==> src/rtl/sdx_pkg.sv <==
package sdx_pkg;

    typedef enum logic [3:0] {
        ST_IDLE,
        ST_HUNT,
        ST_RDATA,
        ST_RCRC,
        ST_WTOK,
        ST_WDATA,
        ST_WCRC,
        ST_WRESP,
        ST_BUSY,
        ST_TAIL
    } xfer_state_e;

    typedef enum logic [1:0] {
        XS_OK      = 2'd0,
        XS_REJECT  = 2'd1,
        XS_TIMEOUT = 2'd2
    } xfer_status_e;

    localparam logic [7:0] BYTE_FILL   = 8'hFF;
    localparam logic [7:0] TOKEN_START = 8'hFE;
    localparam logic [7:0] RESP_MASK   = 8'h1F;
    localparam logic [7:0] RESP_ACCEPT = 8'h05;

endpackage

==> src/rtl/sdx_counter.sv <==
module sdx_counter #(
    parameter int LIMIT = 512
) (
    input  logic clk,
    input  logic rst_n,
    input  logic clr,
    input  logic inc,
    output logic at_last
);
    localparam int W = (LIMIT > 1) ? $clog2(LIMIT) : 1;

    logic [W-1:0] q;

    always_ff @(posedge clk) begin
        if (!rst_n || clr) begin
            q <= '0;
        end else if (inc) begin
            q <= q + 1'b1;
        end
    end

    assign at_last = (q == W'(LIMIT - 1));

    // A count never runs past its limit
    p_no_wrap_r8: assert property (@(posedge clk) disable iff (!rst_n)
        inc |=> q != '0);

endmodule

==> src/rtl/sdx_resp_decode.sv <==
module sdx_resp_decode
    import sdx_pkg::*;
(
    input  logic [7:0] rx,
    output logic       is_start,
    output logic       accepted,
    output logic       nonzero
);
    assign is_start = (rx == TOKEN_START);
    assign accepted = ((rx & RESP_MASK) == RESP_ACCEPT);
    assign nonzero  = |rx;
endmodule

==> src/rtl/sdx_block_engine.sv <==
module sdx_block_engine
    import sdx_pkg::*;
#(
    parameter int BLK_LEN   = 512,
    parameter int TMO_POLLS = 5000
) (
    input  logic       clk,
    input  logic       rst_n,
    input  logic       start,
    input  logic       is_write,
    output logic       cs_n,
    output logic       xchg_go,
    output logic [7:0] xchg_tx,
    input  logic       xchg_done,
    input  logic [7:0] xchg_rx,
    output logic [7:0] rd_data,
    output logic       rd_valid,
    input  logic       rd_ready,
    input  logic [7:0] wr_data,
    input  logic       wr_valid,
    output logic       wr_ready,
    output logic       done,
    output logic [1:0] status
);
    xfer_state_e  state_q, state_d;
    xfer_status_e stat_q, stat_d;
    logic         pend_q;
    logic         crc2_q;
    logic         ev;
    logic         blk_last, tmo_last;
    logic         blk_inc, tmo_inc, cnt_clr;
    logic         rx_start, rx_accept, rx_nonzero;
    logic         can_send;
    logic         in_data;

    assign ev      = pend_q && xchg_done;
    assign in_data = (state_q == ST_RDATA) || (state_q == ST_WDATA);
    assign cnt_clr = (state_q == ST_IDLE);
    assign blk_inc = ev && in_data && !blk_last;
    assign tmo_inc = ev && !tmo_last &&
                     (((state_q == ST_HUNT) && !rx_start) ||
                      ((state_q == ST_BUSY) && !rx_nonzero));

    sdx_resp_decode u_dec (
        .rx       (xchg_rx),
        .is_start (rx_start),
        .accepted (rx_accept),
        .nonzero  (rx_nonzero)
    );

    sdx_counter #(.LIMIT(BLK_LEN)) u_blk_cnt (
        .clk     (clk),
        .rst_n   (rst_n),
        .clr     (cnt_clr),
        .inc     (blk_inc),
        .at_last (blk_last)
    );

    sdx_counter #(.LIMIT(TMO_POLLS)) u_tmo_cnt (
        .clk     (clk),
        .rst_n   (rst_n),
        .clr     (cnt_clr),
        .inc     (tmo_inc),
        .at_last (tmo_last)
    );

    // Next-state logic
    always_comb begin
        state_d = state_q;
        stat_d  = stat_q;
        unique case (state_q)
            ST_IDLE: begin
                if (start) begin
                    state_d = is_write ? ST_WTOK : ST_HUNT;
                    stat_d  = XS_OK;
                end
            end
            ST_HUNT: begin
                if (ev) begin
                    if (rx_start) begin
                        state_d = ST_RDATA;
                    end else if (tmo_last) begin
                        state_d = ST_TAIL;
                        stat_d  = XS_TIMEOUT;
                    end
                end
            end
            ST_RDATA: if (ev && blk_last) state_d = ST_RCRC;
            ST_RCRC:  if (ev && crc2_q)   state_d = ST_TAIL;
            ST_WTOK:  if (ev)             state_d = ST_WDATA;
            ST_WDATA: if (ev && blk_last) state_d = ST_WCRC;
            ST_WCRC:  if (ev && crc2_q)   state_d = ST_WRESP;
            ST_WRESP: begin
                if (ev) begin
                    if (rx_accept) begin
                        state_d = ST_BUSY;
                    end else begin
                        state_d = ST_TAIL;
                        stat_d  = XS_REJECT;
                    end
                end
            end
            ST_BUSY: begin
                if (ev) begin
                    if (rx_nonzero) begin
                        state_d = ST_TAIL;
                    end else if (tmo_last) begin
                        state_d = ST_TAIL;
                        stat_d  = XS_TIMEOUT;
                    end
                end
            end
            ST_TAIL: if (ev) state_d = ST_IDLE;
            default: state_d = ST_IDLE;
        endcase
    end

    // State register
    always_ff @(posedge clk) begin
        if (!rst_n) begin
            state_q <= ST_IDLE;
            stat_q  <= XS_OK;
        end else begin
            state_q <= state_d;
            stat_q  <= stat_d;
        end
    end

    // Outputs toward the exchange port and the write stream
    always_comb begin
        cs_n     = 1'b0;
        xchg_tx  = BYTE_FILL;
        can_send = 1'b1;
        wr_ready = 1'b0;
        unique case (state_q)
            ST_IDLE: begin
                cs_n     = 1'b1;
                can_send = 1'b0;
            end
            ST_RDATA, ST_RCRC: can_send = !rd_valid;
            ST_WTOK:           xchg_tx  = TOKEN_START;
            ST_WDATA: begin
                xchg_tx  = wr_data;
                can_send = wr_valid;
                wr_ready = !pend_q;
            end
            ST_TAIL: cs_n = 1'b1;
            default: ;
        endcase
        xchg_go = !pend_q && can_send;
    end

    // Exchange tracking, read stream register, completion
    always_ff @(posedge clk) begin
        if (!rst_n) begin
            pend_q   <= 1'b0;
            crc2_q   <= 1'b0;
            rd_valid <= 1'b0;
            rd_data  <= 8'h00;
            done     <= 1'b0;
            status   <= 2'd0;
        end else begin
            if (xchg_go) begin
                pend_q <= 1'b1;
            end else if (xchg_done) begin
                pend_q <= 1'b0;
            end
            if (ev && ((state_q == ST_RCRC) || (state_q == ST_WCRC))) begin
                crc2_q <= !crc2_q;
            end
            if (ev && (state_q == ST_RDATA)) begin
                rd_valid <= 1'b1;
                rd_data  <= xchg_rx;
            end else if (rd_valid && rd_ready) begin
                rd_valid <= 1'b0;
            end
            done <= ev && (state_q == ST_TAIL);
            if (ev && (state_q == ST_TAIL)) begin
                status <= stat_q;
            end
        end
    end

    // Read byte held under backpressure
    p_rd_hold_r3: assert property (@(posedge clk) disable iff (!rst_n)
        rd_valid && !rd_ready |=> rd_valid && $stable(rd_data));

    // One exchange in flight
    p_single_go_r11: assert property (@(posedge clk) disable iff (!rst_n)
        xchg_go |=> !xchg_go);

    // Write stream only while the card is selected
    p_wr_sel_r5: assert property (@(posedge clk) disable iff (!rst_n)
        wr_ready |-> !cs_n);

    // Completion only with the card released and a legal code
    p_done_legal_r9: assert property (@(posedge clk) disable iff (!rst_n)
        done |-> cs_n && (status != 2'd3));

    // Chip select steady while a byte is in flight
    p_cs_steady_r9: assert property (@(posedge clk) disable iff (!rst_n)
        pend_q && !xchg_done |=> $stable(cs_n));

endmodule

==> config.mk <==
export PLATFORM = sky130hd
export DESIGN_NAME = sdx_block_engine
export DESIGN_NICKNAME = d
export VERILOG_FILES = /design/src/rtl/sdx_pkg.sv /design/src/rtl/sdx_counter.sv /design/src/rtl/sdx_resp_decode.sv /design/src/rtl/sdx_block_engine.sv
export SDC_FILE = /design/constraint.sdc
export NUM_CORES = 1
export LEC_CHECK = 0
export ABC_AREA = 1
export CELL_PAD_IN_SITES_DETAIL_PLACEMENT = 0
export CELL_PAD_IN_SITES_GLOBAL_PLACEMENT = 1
export CORE_AREA = 8 8 89 91
export DETAILED_ROUTE_END_ITERATION = 7
export DIE_AREA = 0 0 97 99
export PLACE_DENSITY = 0.92
export SYNTH_ARGS = -nofsm -noshare
export SYNTH_HDL_FRONTEND = slang
export SYNTH_SLANG_ARGS = --single-unit
==> constraint.sdc <==
create_clock -name clk -period 2.5 [get_ports clk]
set_input_delay 0.375 -clock clk [delete_from_list [all_inputs] [get_ports clk]]
set_output_delay 0.375 -clock clk [all_outputs]
set_load 0.01 [all_outputs]
==> results.txt <==
die footprint: 0.00960 mm2
HPWL reported at the end of detailed placement: 4720 um
post-placement cell count: 503
overall die width: 97 um
worst path setup slack after routing: 0.196 ns
Critical Setup Path Class: flop to output port
largest fanout on the critical path: 5
post-placement setup slack: 0.421 ns
final period utilization: 92.2%
GRT Residual Overflow: 0
ratio of cells with drive above 1 in the final layout: 11.8%
routed via count divided by cell count: 4.79
pin count of the biggest net entering global routing: 18
depth of the worst register-to-register path: 11
count of routing violations after the opening detailed-route iteration: 79
number of buffers created by CTS: 5
setup slack, reg-to-reg: 0.64 ns
PwrDens: 611 mW/mm2
area taken by flip-flops and latches: 843 um2
number of standard-cell rows in the floorplan: 30
maximum frequency from static timing analysis: 434 MHz
leakage dissipation: 1.24 nW
CTS tree: built
Yosys warnings: 0
die height: 99 um
IO Port Bufs: 45
worst clock skew: 0.00705 ns
ant diodes: 0
total global routing track utilization: 13.1%
post-synthesis net count: 407
flops & latches, synth: 42
number of buffers added to fix hold violations after cts: 0
overall via count from detail_route: 2446
I/O pin total: 46
routed length per placed instance: 11.9 um
first-pass iteration count of the detailed router: 4
number of distinct library cells after synthesis: 31
clock slew at the register clock pins of the worst setup and hold paths: 0.08 ns
result of the run: finished, final reports clean
instance area at placement: 0.00300 mm2
clock latency reported for the late side of the worst-skew pair: 0.30 ns
worst-case hold path end point: status[1]
synthesized cell area: 0.00247 mm2
Setup Total Neg Slack: 0 ns
unrepaired setup endpoints after global routing: false
effective utilization at floorplan: 37.6%
part of the power in the clock network: 23.5%
syn avg cell area: 6.48 um2
worst flop-to-flop path startpoint: u_blk_cnt.q[3]
switch share: 38.0%
maximum vdd drop: 0.398 mV
proportion of netlist area held by the largest area contributor: 34.0%
max cap viols: 0
capture point of the worst reg-to-reg path: state_q[1]
cell depth of the worst hold path: 2
sequential share of the synthesized area: 34.0%
Worst Path Required: 2.12 ns
total of endpoints with negative setup slack in the final report: 0
Final Instance Count excl. Fillers: 511
clock tree root driver cell: clkbuf_8
core outline area: 0.00657 mm2
first-pass GRT wire length: 10700 um
initial antenna violation count: 0
number of sinks on the clock net: 42
relative max-transition margin: 77.0%
Area Overhead vs Synth: 25.2%
kind of launch point of the worst setup path: flop
most common cell after layout, fill and taps aside: nand2_1
Post-DRT Antenna Nets: 0
type of the tightest min-delay check: flop to flop
data arrival time of the critical path: 1.93 ns
summed area of non-filler cells in the final layout: 0.00309 mm2
internal power: 0.00117 W
actual transition at the worst max-transition pin: 0.342 ns
crit path capture type: output port
area leader, netlist: dfxtp_1
biggest area contributors in the synthesized netlist: dfxtp_1 34%, nand2_1 17%, a21oi_1 7.1%, nand3_1 5.7%, inv_1 5.6%
portion of total power attributed to combinational logic: 37.5%
Final Total Pwr: 0.00189 W
Gates resized, CTS repair: 0
top library cells by usage in the layout, fill and taps aside: 110 x nand2_1, 45 x clkdlybuf4s50_1, 40 x dfxtp_1
part of the total power dissipated in sequential elements: 39.1%
number of standard cells after synthesis: 381
number of design rule violations left after detail routing: 0
fin. max-slew vios: 0
fill cell instance count of the final layout: 677
source of the worst hold timing path: status[1]
total area of multi-input combinational cells: 0.00141 mm2
final estimated routing congestion in global placement: 0.894
Period minus WS final: 2.30 ns
final-report hold violation count: 0
number of nets in the layout: 456
net switching power: 0.000719 W
post-CTS setup-driven buffer insertion count: 0
via count of the first global-routing pass: 2384
Detailed Route WL: 6080 um
H-tree Lvls: 2
deepest clock path buffer count: 2
[critical path: stages, from the launching register on]
cell	delay, ns
dfxtp_1	0.38
nor2_2	0.24
nand2_1	0.14
o211ai_1	0.23
nand2_1	0.07
inv_1	0.05
clkdlybuf4s50_1	0.53
[power by group through the flow]
| stage | logic, W | registers (W) | clock network (W) |
|---|---|---|---|
| after floorplan | 0.000487 | 0.000744 | 0 |
| after global routing | 0.000798 | 0.000743 | 0.000488 |
| after global placement | 0.000713 | 0.000749 | 0 |
| after detailed placement | 0.000707 | 0.000751 | 0 |
| final | 0.000708 | 0.000739 | 0.000444 |
| after CTS | 0.000710 | 0.000736 | 0.000461 |
[registers in the layout, summed over array words and instances (netlist names)]
register	count
pend_q	1
stat_q	2
done	1
u_tmo_cnt.q	13
rd_data	8
state_q	4
crc2_q	1
u_blk_cnt.q	9
status	2
rd_valid	1
[Yosys cell counts (all sizes together)]
cell,count
o21ai,18
inv,44
nand2,118
xor2,7
and3,2
nor3,10
nor2,47
clkinv,3
nand3,30
nand4,2
ha,3
xnor2,2
dfxtp,42
o211ai,1
buf,3
nor3b,1
o22ai,1
or2,8
a21oi,36
clkbuf,3
[layer usage]
| metal | GRT usage, % | up-vias | part of all wire (%) |
|---|---|---|---|
| met5 | 0 | - | 0 |
| met4 | 5.33 | 0 | 1.4 |
| met3 | 2.52 | 6 | 2.6 |
| met2 | 22.3 | 33 | 49 |
| met1 | 15.6 | 1097 | 47 |
| li1 | - | 1310 | - |
[per-stage QoR]
step / hold WS [ns] / util (%)
after floorplan: 0.421 / -
after global placement: 0.433 / 45.7
after detailed placement: 0.440 / 45.7
after CTS: 0.455 / 47.0
after global routing: 0.471 / 47.1
final: 0.448 / 47.1
[area by class of cell]
| type | instances | share of cell area [%] |
|---|---|---|
| clock buffers | 6 | 2.35 |
| clock inverters | 2 | 0.445 |
| inverters | 47 | 5.70 |
| multi-input cells | 286 | 45.7 |
| flip-flops and latches | 42 | 27.3 |
| well taps | 80 | 3.24 |
| repair buffers | 48 | 15.3 |
[cell families (layout without fill, tap and decap cells)]
| logic type | count (synthesis) | in the layout | synth area share [%] |
|---|---|---|---|
| AOI/OAI and AO/OA | 56 | 56 | 12.1 |
| xor gates and xnor gates | 9 | 9 | 3.19 |
| adders and majority gates | 3 | 3 | 1.52 |
| buffers and inverters | 53 | 103 | 8.71 |
| DFF | 42 | 42 | 34.0 |
| and+or+nand+nor | 218 | 218 | 40.4 |
[worst max path at each step]
stage,from,end,cells past startpoint
final,state_q[3],xchg_go,6
after CTS,state_q[2],xchg_go,8
after global placement,wr_valid,xchg_go,6
after floorplan,u_blk_cnt.q[0],u_blk_cnt.q[6],9
after global routing,state_q[2],xchg_go,8
after detailed placement,wr_valid,xchg_go,6
Note: power is estimated with default switching activity, not from simulation.
